===== src/rtl/simd_add_pkg.sv =====
package simd_add_pkg;

   // Lane type codes; the slice group size of a lane is 1 << code.
   typedef enum logic [1:0] {
      FMT_LANE8  = 2'b00,
      FMT_LANE16 = 2'b01,
      FMT_LANE32 = 2'b10,
      FMT_LANE64 = 2'b11
   } lane_fmt_e;

   // Number of formats equals the number of slice-doubling steps plus one.
   localparam int unsigned FMT_COUNT = 4;
   localparam int unsigned SLICES_PER_WORD = 1 << (FMT_COUNT - 1);

endpackage


===== src/rtl/simd_add_lane_map.sv =====
// Decodes the type code into per-slice lane-start and lane-top markers.
module simd_add_lane_map
   import simd_add_pkg::*;
#(
   parameter int unsigned NUM_SLICES = SLICES_PER_WORD
) (
   input  lane_fmt_e               fmt,
   output logic [NUM_SLICES-1:0]   lane_start,
   output logic [NUM_SLICES-1:0]   lane_top
);
   localparam int unsigned IDX_W = $clog2(NUM_SLICES);

   if (NUM_SLICES != SLICES_PER_WORD) begin : g_bad_slices
      $error("simd_add_lane_map: NUM_SLICES must equal %0d", SLICES_PER_WORD);
   end

   logic [IDX_W-1:0] span_mask;

   always_comb begin
      span_mask = '0;
      for (int unsigned s = 0; s < IDX_W; s++) begin
         if (s < int'(fmt)) span_mask[s] = 1'b1;
      end
   end

   for (genvar i = 0; i < NUM_SLICES; i++) begin : g_slice_pos
      localparam logic [IDX_W-1:0] POS = IDX_W'(i);
      assign lane_start[i] = ((POS & span_mask) == '0);
      assign lane_top[i]   = ((POS & span_mask) == span_mask);
   end

endmodule


===== src/rtl/simd_add_slice.sv =====
// One slice of the adder with an explicit carry in and out.
module simd_add_slice #(
   parameter int unsigned SLICE_W = 8
) (
   input  logic [SLICE_W-1:0] a,
   input  logic [SLICE_W-1:0] b,
   input  logic               cin,
   output logic [SLICE_W-1:0] sum,
   output logic               cout
);
   if (SLICE_W < 1) begin : g_bad_width
      $error("simd_add_slice: SLICE_W must be at least 1");
   end

   logic [SLICE_W:0] wide;

   assign wide = {1'b0, a} + {1'b0, b} + {{SLICE_W{1'b0}}, cin};
   assign sum  = wide[SLICE_W-1:0];
   assign cout = wide[SLICE_W];

endmodule


===== src/rtl/simd_add_core.sv =====
// Combinational partitioned adder: slices chained, chain cut at lane starts.
module simd_add_core
   import simd_add_pkg::*;
#(
   parameter int unsigned SLICE_W    = 8,
   parameter int unsigned NUM_SLICES = SLICES_PER_WORD,
   localparam int unsigned DATA_W    = SLICE_W * NUM_SLICES
) (
   input  logic [DATA_W-1:0]      a,
   input  logic [DATA_W-1:0]      b,
   input  lane_fmt_e              fmt,
   input  logic                   sub,
   output logic [DATA_W-1:0]      sum,
   output logic [NUM_SLICES-1:0]  lane_cout
);
   logic [DATA_W-1:0]     b_eff;
   logic [NUM_SLICES-1:0] start_mark;
   logic [NUM_SLICES-1:0] top_mark;
   logic [NUM_SLICES-1:0] slice_cin;
   logic [NUM_SLICES-1:0] slice_cout;

   assign b_eff = sub ? ~b : b;

   simd_add_lane_map #(
      .NUM_SLICES (NUM_SLICES)
   ) u_map (
      .fmt        (fmt),
      .lane_start (start_mark),
      .lane_top   (top_mark)
   );

   for (genvar i = 0; i < NUM_SLICES; i++) begin : g_chain
      if (i == 0) begin : g_first
         assign slice_cin[i] = sub;
      end else begin : g_rest
         assign slice_cin[i] = start_mark[i] ? sub : slice_cout[i-1];
      end

      simd_add_slice #(
         .SLICE_W (SLICE_W)
      ) u_slice (
         .a    (a[i*SLICE_W +: SLICE_W]),
         .b    (b_eff[i*SLICE_W +: SLICE_W]),
         .cin  (slice_cin[i]),
         .sum  (sum[i*SLICE_W +: SLICE_W]),
         .cout (slice_cout[i])
      );
   end

   assign lane_cout = slice_cout & top_mark;

endmodule


===== src/rtl/simd_lane_adder.sv =====
// Top: partitioned adder with a single output register stage.
module simd_lane_adder
   import simd_add_pkg::*;
#(
   parameter int unsigned SLICE_W    = 8,
   localparam int unsigned NUM_SLICES = SLICES_PER_WORD,
   localparam int unsigned DATA_W     = SLICE_W * NUM_SLICES
) (
   input  logic                  clk,
   input  logic                  rst_n,
   input  logic                  in_valid,
   input  logic [DATA_W-1:0]     in_a,
   input  logic [DATA_W-1:0]     in_b,
   input  logic [1:0]            in_fmt,
   input  logic                  in_sub,
   output logic                  out_valid,
   output logic [DATA_W-1:0]     out_sum,
   output logic [NUM_SLICES-1:0] out_cout
);
   logic [DATA_W-1:0]     comb_sum;
   logic [NUM_SLICES-1:0] comb_cout;

   simd_add_core #(
      .SLICE_W    (SLICE_W),
      .NUM_SLICES (NUM_SLICES)
   ) u_core (
      .a         (in_a),
      .b         (in_b),
      .fmt       (lane_fmt_e'(in_fmt)),
      .sub       (in_sub),
      .sum       (comb_sum),
      .lane_cout (comb_cout)
   );

   always_ff @(posedge clk or negedge rst_n) begin
      if (!rst_n) begin
         out_valid <= 1'b0;
         out_sum   <= '0;
         out_cout  <= '0;
      end else begin
         out_valid <= in_valid;
         if (in_valid) begin
            out_sum  <= comb_sum;
            out_cout <= comb_cout;
         end
      end
   end

endmodule


===== config.mk =====
export PLATFORM = sky130hd
export DESIGN_NAME = simd_lane_adder
export DESIGN_NICKNAME = d
export VERILOG_FILES = /design/src/rtl/simd_add_pkg.sv /design/src/rtl/simd_add_lane_map.sv /design/src/rtl/simd_add_slice.sv /design/src/rtl/simd_add_core.sv /design/src/rtl/simd_lane_adder.sv
export SDC_FILE = /design/constraint.sdc
export NUM_CORES = 1
export LEC_CHECK = 0
export CORE_ASPECT_RATIO = 1.2
export CORE_UTILIZATION = 30
export CTS_CLUSTER_DIAMETER = 100
export DETAILED_ROUTE_END_ITERATION = 12
export DONT_BUFFER_PORTS = 1
export HOLD_SLACK_MARGIN = 0.08
export SKIP_CTS_REPAIR_TIMING = 1
export SLEW_MARGIN = 10
export SYNTH_ARGS = -nofsm -noshare
export SYNTH_HDL_FRONTEND = slang
export SYNTH_SLANG_ARGS = --single-unit

===== constraint.sdc =====
create_clock -name clk -period 2.5 [get_ports clk]
set_clock_uncertainty 0.1 [all_clocks]
set_input_delay 0.5 -clock clk [delete_from_list [all_inputs] [get_ports clk]]
set_output_delay 0.5 -clock clk [all_outputs]
set_load 0.02 [all_outputs]

Yosys cells after proc, flatten, opt, wreduce, memory -nomap -nowiden
Index checks and enable logic that the tools add are counted.

Add/sub/neg operators: 16. $lt $le $gt $ge: 3. Multiplexer cells: 11. Bitwise gates (word level): 5. Reduce and logical (&&, ||, !) cells: 10.

Operator list (count): $add A8 B8 Y9 (8); $add A9 B1 Y9 (8); $mux W64 (1); $not A64 Y64 (1); $logic_not A3 Y1 (7); $mux W1 (10); $and A8 B8 Y8 (1); $logic_not A2 Y1 (3); $lt A1 B2 Y1 const A (2); $not A1 Y1 (3); $lt A2 B2 Y1 const A (1).

Bits in registers: 73. Word-level logic and storage cells: 48.

Longest topological paths before layout
Depth in word-level cells: 19. Depth in mapped cells: 58.

Cells and area by module
A second synthesis with hierarchy kept.

Cells, all modules: 585. Area total of the unflattened synthesis: 6623.9 µm².

By module, submodules not included: simd_lane_adder (instances 1, cells an instance 153, area each 3051.7 µm², seq. area each 1826.8 µm²); simd_add_slice (u_core.g_chain[2].u_slice ...) (instances 4, cells an instance 42, area each 331.6 µm², seq. area each 0.0 µm²); simd_add_core (instances 1, cells an instance 87, area each 828.3 µm², seq. area each 0.0 µm²); simd_add_slice (u_core.g_chain[0].u_slice ...) (instances 2, cells an instance 40, area each 331.6 µm², seq. area each 0.0 µm²); simd_add_slice (u_core.g_chain[6].u_slice) (instances 1, cells an instance 42, area each 332.8 µm², seq. area each 0.0 µm²); simd_add_slice (u_core.g_chain[7].u_slice) (instances 1, cells an instance 38, area each 312.8 µm², seq. area each 0.0 µm²); simd_add_lane_map (instances 1, cells an instance 17, area each 108.9 µm², seq. area each 0.0 µm²).

Worst setup path after synthesis
No wires, ideal clock.

Kind: input port to flip-flop. Start: in in_sub. End: reg out_sum[62]. Setup time: 0.118 ns. Arrival: 12.291 ns. Required time: 2.282 ns. Setup slack: -10.009 ns. Stages on the path: 58. Path through: buf_1 > buf_2 > xor2_1 > ha_1 > nor2b_1 > o31a_1 > o2111ai_1 > nand2_1 > o21ai_1 > fa_1 > fa_1 > nor2b_1 > o21ai_1 > a21boi_1 > a311oi_1 > a21o_1 > fa_1 > fa_1 > (+22 left out) > o21ai_1 > a21boi_1 > a311oi_1 > a21o_1 > fa_1 > fa_1 > nor2b_1 > o21ai_1 > a21boi_1 > a311o_1 > nand2_1 > fa_1 > fa_1 > nor2b_1 > o31a_1 > o31a_1 > a211oi_1 > a21o_1.

Word-level cells in the longest chain between the ends: 17. Elaborated cells on any way between the ends: 24.

RTL lines: from (decl) (RTL line simd_lane_adder.sv:15) `input logic in_sub,`; $mux W64 (RTL line simd_add_core.sv:22) `assign b_eff = sub ? ~b : b;`; $add A8 B8 Y9 (RTL line simd_add_slice.sv:17) `assign wide = {1'b0, a} + {1'b0, b} + {{SLICE_W{1'b0}}, cin};`; $add A9 B1 Y9 (RTL line simd_add_slice.sv:17); $mux W1 (RTL line simd_add_core.sv:36) `assign slice_cin[i] = start_mark[i] ? sub : slice_cout[i-1];`; $add A9 B1 Y9 (RTL line simd_add_slice.sv:17); $mux W1 (RTL line simd_add_core.sv:36); $add A9 B1 Y9 (RTL line simd_add_slice.sv:17); $mux W1 (RTL line simd_add_core.sv:36); $add A9 B1 Y9 (RTL line simd_add_slice.sv:17); $mux W1 (RTL line simd_add_core.sv:36); $add A9 B1 Y9 (RTL line simd_add_slice.sv:17); $mux W1 (RTL line simd_add_core.sv:36); $add A9 B1 Y9 (RTL line simd_add_slice.sv:17); $mux W1 (RTL line simd_add_core.sv:36); $add A9 B1 Y9 (RTL line simd_add_slice.sv:17); $mux W1 (RTL line simd_add_core.sv:36); $add A9 B1 Y9 * (RTL line simd_add_slice.sv:17); to (signal assigned) (RTL line simd_lane_adder.sv:43) `out_sum <= comb_sum;`; to (decl) (RTL line simd_lane_adder.sv:17) `output logic [DATA_W-1:0] out_sum,`.

Every way passes the cells marked *; elsewhere a longest branch is shown, timed or not. A chain may end at the register's enable or synchronous reset.

Worst setup path after layout
Ends and elaborated chain as after synthesis.

==> run metrics <==
Max Slew Vio Count=0; GRT overflow=0; FF+latch area=between 0.0015 and 0.002 sq mm; total global-route track usage=0.1665; Hold/Removal Path Class=in2reg; row count=55; multi-input combinational cell area=0.004314 sq mm; Tmin final=11.32 ns; Worst Setup SP=in_sub; HPWL Detailed=about 13000 microns; IO Count=between 200 and 250; Core Region=between 0.015 and 0.02 sq mm; outcome=complete, but fails checks; Initial Util=0.3105; die height=between 150 and 200 microns; final-report setup violation count=just over 60; root buffer cell=clkbuf_16; crit share post-route=4.528; synth cell count leaders=dfrtp_1, xor2_1, ha_1; Synth top area share=0.3086; f_max=0.08833 GHz; WL final=around 17000 microns; Die Area=roughly 0.02 sq mm; Post-route DRC=0; CP delay by family, top=adder cells; reg2reg start=out_sum[7]$_DFFE_PN0P_; R2R setup slack=1.34 ns; setup TNS=-278.27 ns; worst-margin pin slew=about 0.47 ns; Worst-Skew Late Latency=between 0.3 and 0.4 ns; wire length per cell=17.12 microns; drt via density=4.994; Crit Path Category=in2reg; dominant cell type by area after synthesis=dfrtp_1; Yosys cell types=48; Syn Area/Cell=9.532 sq um; DRT iter0 DRCs=140; internal power=around 0.0035 W; CTS sink count=73; Synth Cell Area=a little under 0.006 sq mm; P per Cell Area=between 700 and 800 mW/mm^2; Critical Path End Type=flop; Synth Flop Type=dfrtp_1; Syn-to-layout area delta=33.84%; Hold Vio Cnt, Final=0; Via Count=roughly 5000; post-synthesis async set-or-reset flop share=1.000; CTS tree=built; Pre-antenna DRT Iters=4; largest net degree at the start of global routing=between 70 and 80; most used cell, CP=fa_2; Buffers on Ports=0; Area after DPL=about 0.007 sq mm; hold_ws=0.1158 ns; failing checks=setup timing; Worst setup SP type=input pin; vias in the first global route=just over 5000; gpl congestion=roughly 0.81; number of synthesized register bits=between 70 and 80; H-tree levels=3; Finished Cell Area=0.007923 sq mm; Switching Fraction=0.3628; number of antenna violations at the first check in global routing=0; synthesized netlist cell count=621; Clock power frac=0.277; Antenna Nets Post-Route=0; first-pass GRT wire length=25870 microns; top-count cell post-synth=dfrtp_1; Post-synth EDFFs=0; Slew HR=0.6859; nets@finish=about 940; Yosys warnings=0; Comb power frac=0.350; Pleak=between 3 and 4 nW; RSZ-0062 raised after global routing=yes; synth top area cells=dfrtp_1, ha_1, xor2_1; CTS buffer count=9; Critical Path AT=between 10 and 15 ns; CP max FO=67; max incr delay on CP=roughly 0.41 ns; Flop pwr share=0.374; Syn Nets=between 800 and 900; sequential-to-total area share from yosys stat=0.3086; worst hold start=in_valid; fill cell total of the finished layout=1918; peak supply drop=approximately 330 uV; Longest Clk Path Bufs=2; P_sw=about 0.002 W; crit path buf inv count=1; Die X-Extent=approximately 130 microns; share of layout cells above drive strength 1=0.3208; CP max stage cell=fa_2; pre-CTS setup slack=-9.567 ns; max_cap viols=0; Total Power=about 0.0056 W; clk slew on worst S/H paths=roughly 0.060 ns; diode count=0; Final WS setup=-8.821 ns; Worst EP required=around 2.6 ns
per-stage QoR:
step | cells | util
floorplan | 621 | -
global placement | 968 | 0.3732
detailed placement | 968 | 0.3732
CTS | 984 | 0.3913
global route | 998 | 0.4156
finish | 998 | 0.4156
power by group through the flow:
stage	sequential, W	combinational, W	clock (W)
finish	0.00208	0.00194	0.00154
CTS	0.00208	0.00171	0.00159
floorplan	0.00200	0.00120	0
global route	0.00212	0.00216	0.00163
global placement	0.00210	0.00167	0
detailed placement	0.00210	0.00169	0
routing by layer:
metal / global-route usage / up-vias / wire length [microns]
met5: 0 / - / 0
met1: 0.2016 / 2373 / 7215
met3: 0.04904 / 19 / 1175
li1: - / 2457 / -
met4: 0.05260 / 0 / 257
met2: 0.2801 / 135 / 8440
layout make-up:
type / instances / share of cell area
clock buffer: 11 / 0.03064
timing repair buffer: 126 / 0.1246
clock inverter: 5 / 0.01295
tap: 256 / 0.04043
inverter: 34 / 0.01627
multi-input combinational: 493 / 0.5445
sequential: 73 / 0.2306
final timing paths:
| kind | cells past startpoint | end |
|---|---|---|
| setup / recovery | 57 | out_sum[62]$_DFFE_PN0P_ |
| hold / removal | 0 | out_valid$_DFF_PN0_ |
| setup reg to reg | 2 | out_sum[7]$_DFFE_PN0P_ |
| hold reg to reg | 2 | out_sum[53]$_DFFE_PN0P_ |
| max in group asynchronous | 2 | out_sum[58]$_DFFE_PN0P_ |
| min in group asynchronous | 2 | out_sum[43]$_DFFE_PN0P_ |
cells by family after synthesis:
| kind of cell | synth area share |
|---|---|
| compound gates | 0.1993 |
| simple gates | 0.1249 |
| xor+xnor | 0.1184 |
| flops | 0.3086 |
| fa+ha+maj | 0.1691 |
| buf+inv | 0.03615 |
| mux | 0.04354 |
cells in the final DEF, fill, tap and decap left out, drive strengths merged, types with 4 or more instances in the layout:
| cell | count |
|---|---|
| mux2 | 16 |
| a21boi | 6 |
| o21a | 32 |
| clkbuf | 11 |
| nand2 | 51 |
| nor4 | 6 |
| nor2b | 18 |
| a21o | 13 |
| a211oi | 11 |
| o21ai | 41 |
| xnor2 | 22 |
| nand3b | 6 |
| nor2 | 21 |
| inv | 33 |
| mux2i | 7 |
| a21oi | 16 |
| o2bb2ai | 6 |
| dfrtp | 73 |
| ha | 56 |
| a31oi | 4 |
| nor3 | 19 |
| o31ai | 20 |
| xor2 | 58 |
| o2111ai | 7 |
| nor3b | 7 |
| fa | 15 |
| nand2b | 15 |
| buf | 125 |
flip-flops by register name, summed over array words and instances, names as in the netlist:
name       flops
out_valid      1
out_sum       64
out_cout       8
Note: power is estimated with default switching activity, not from simulation.
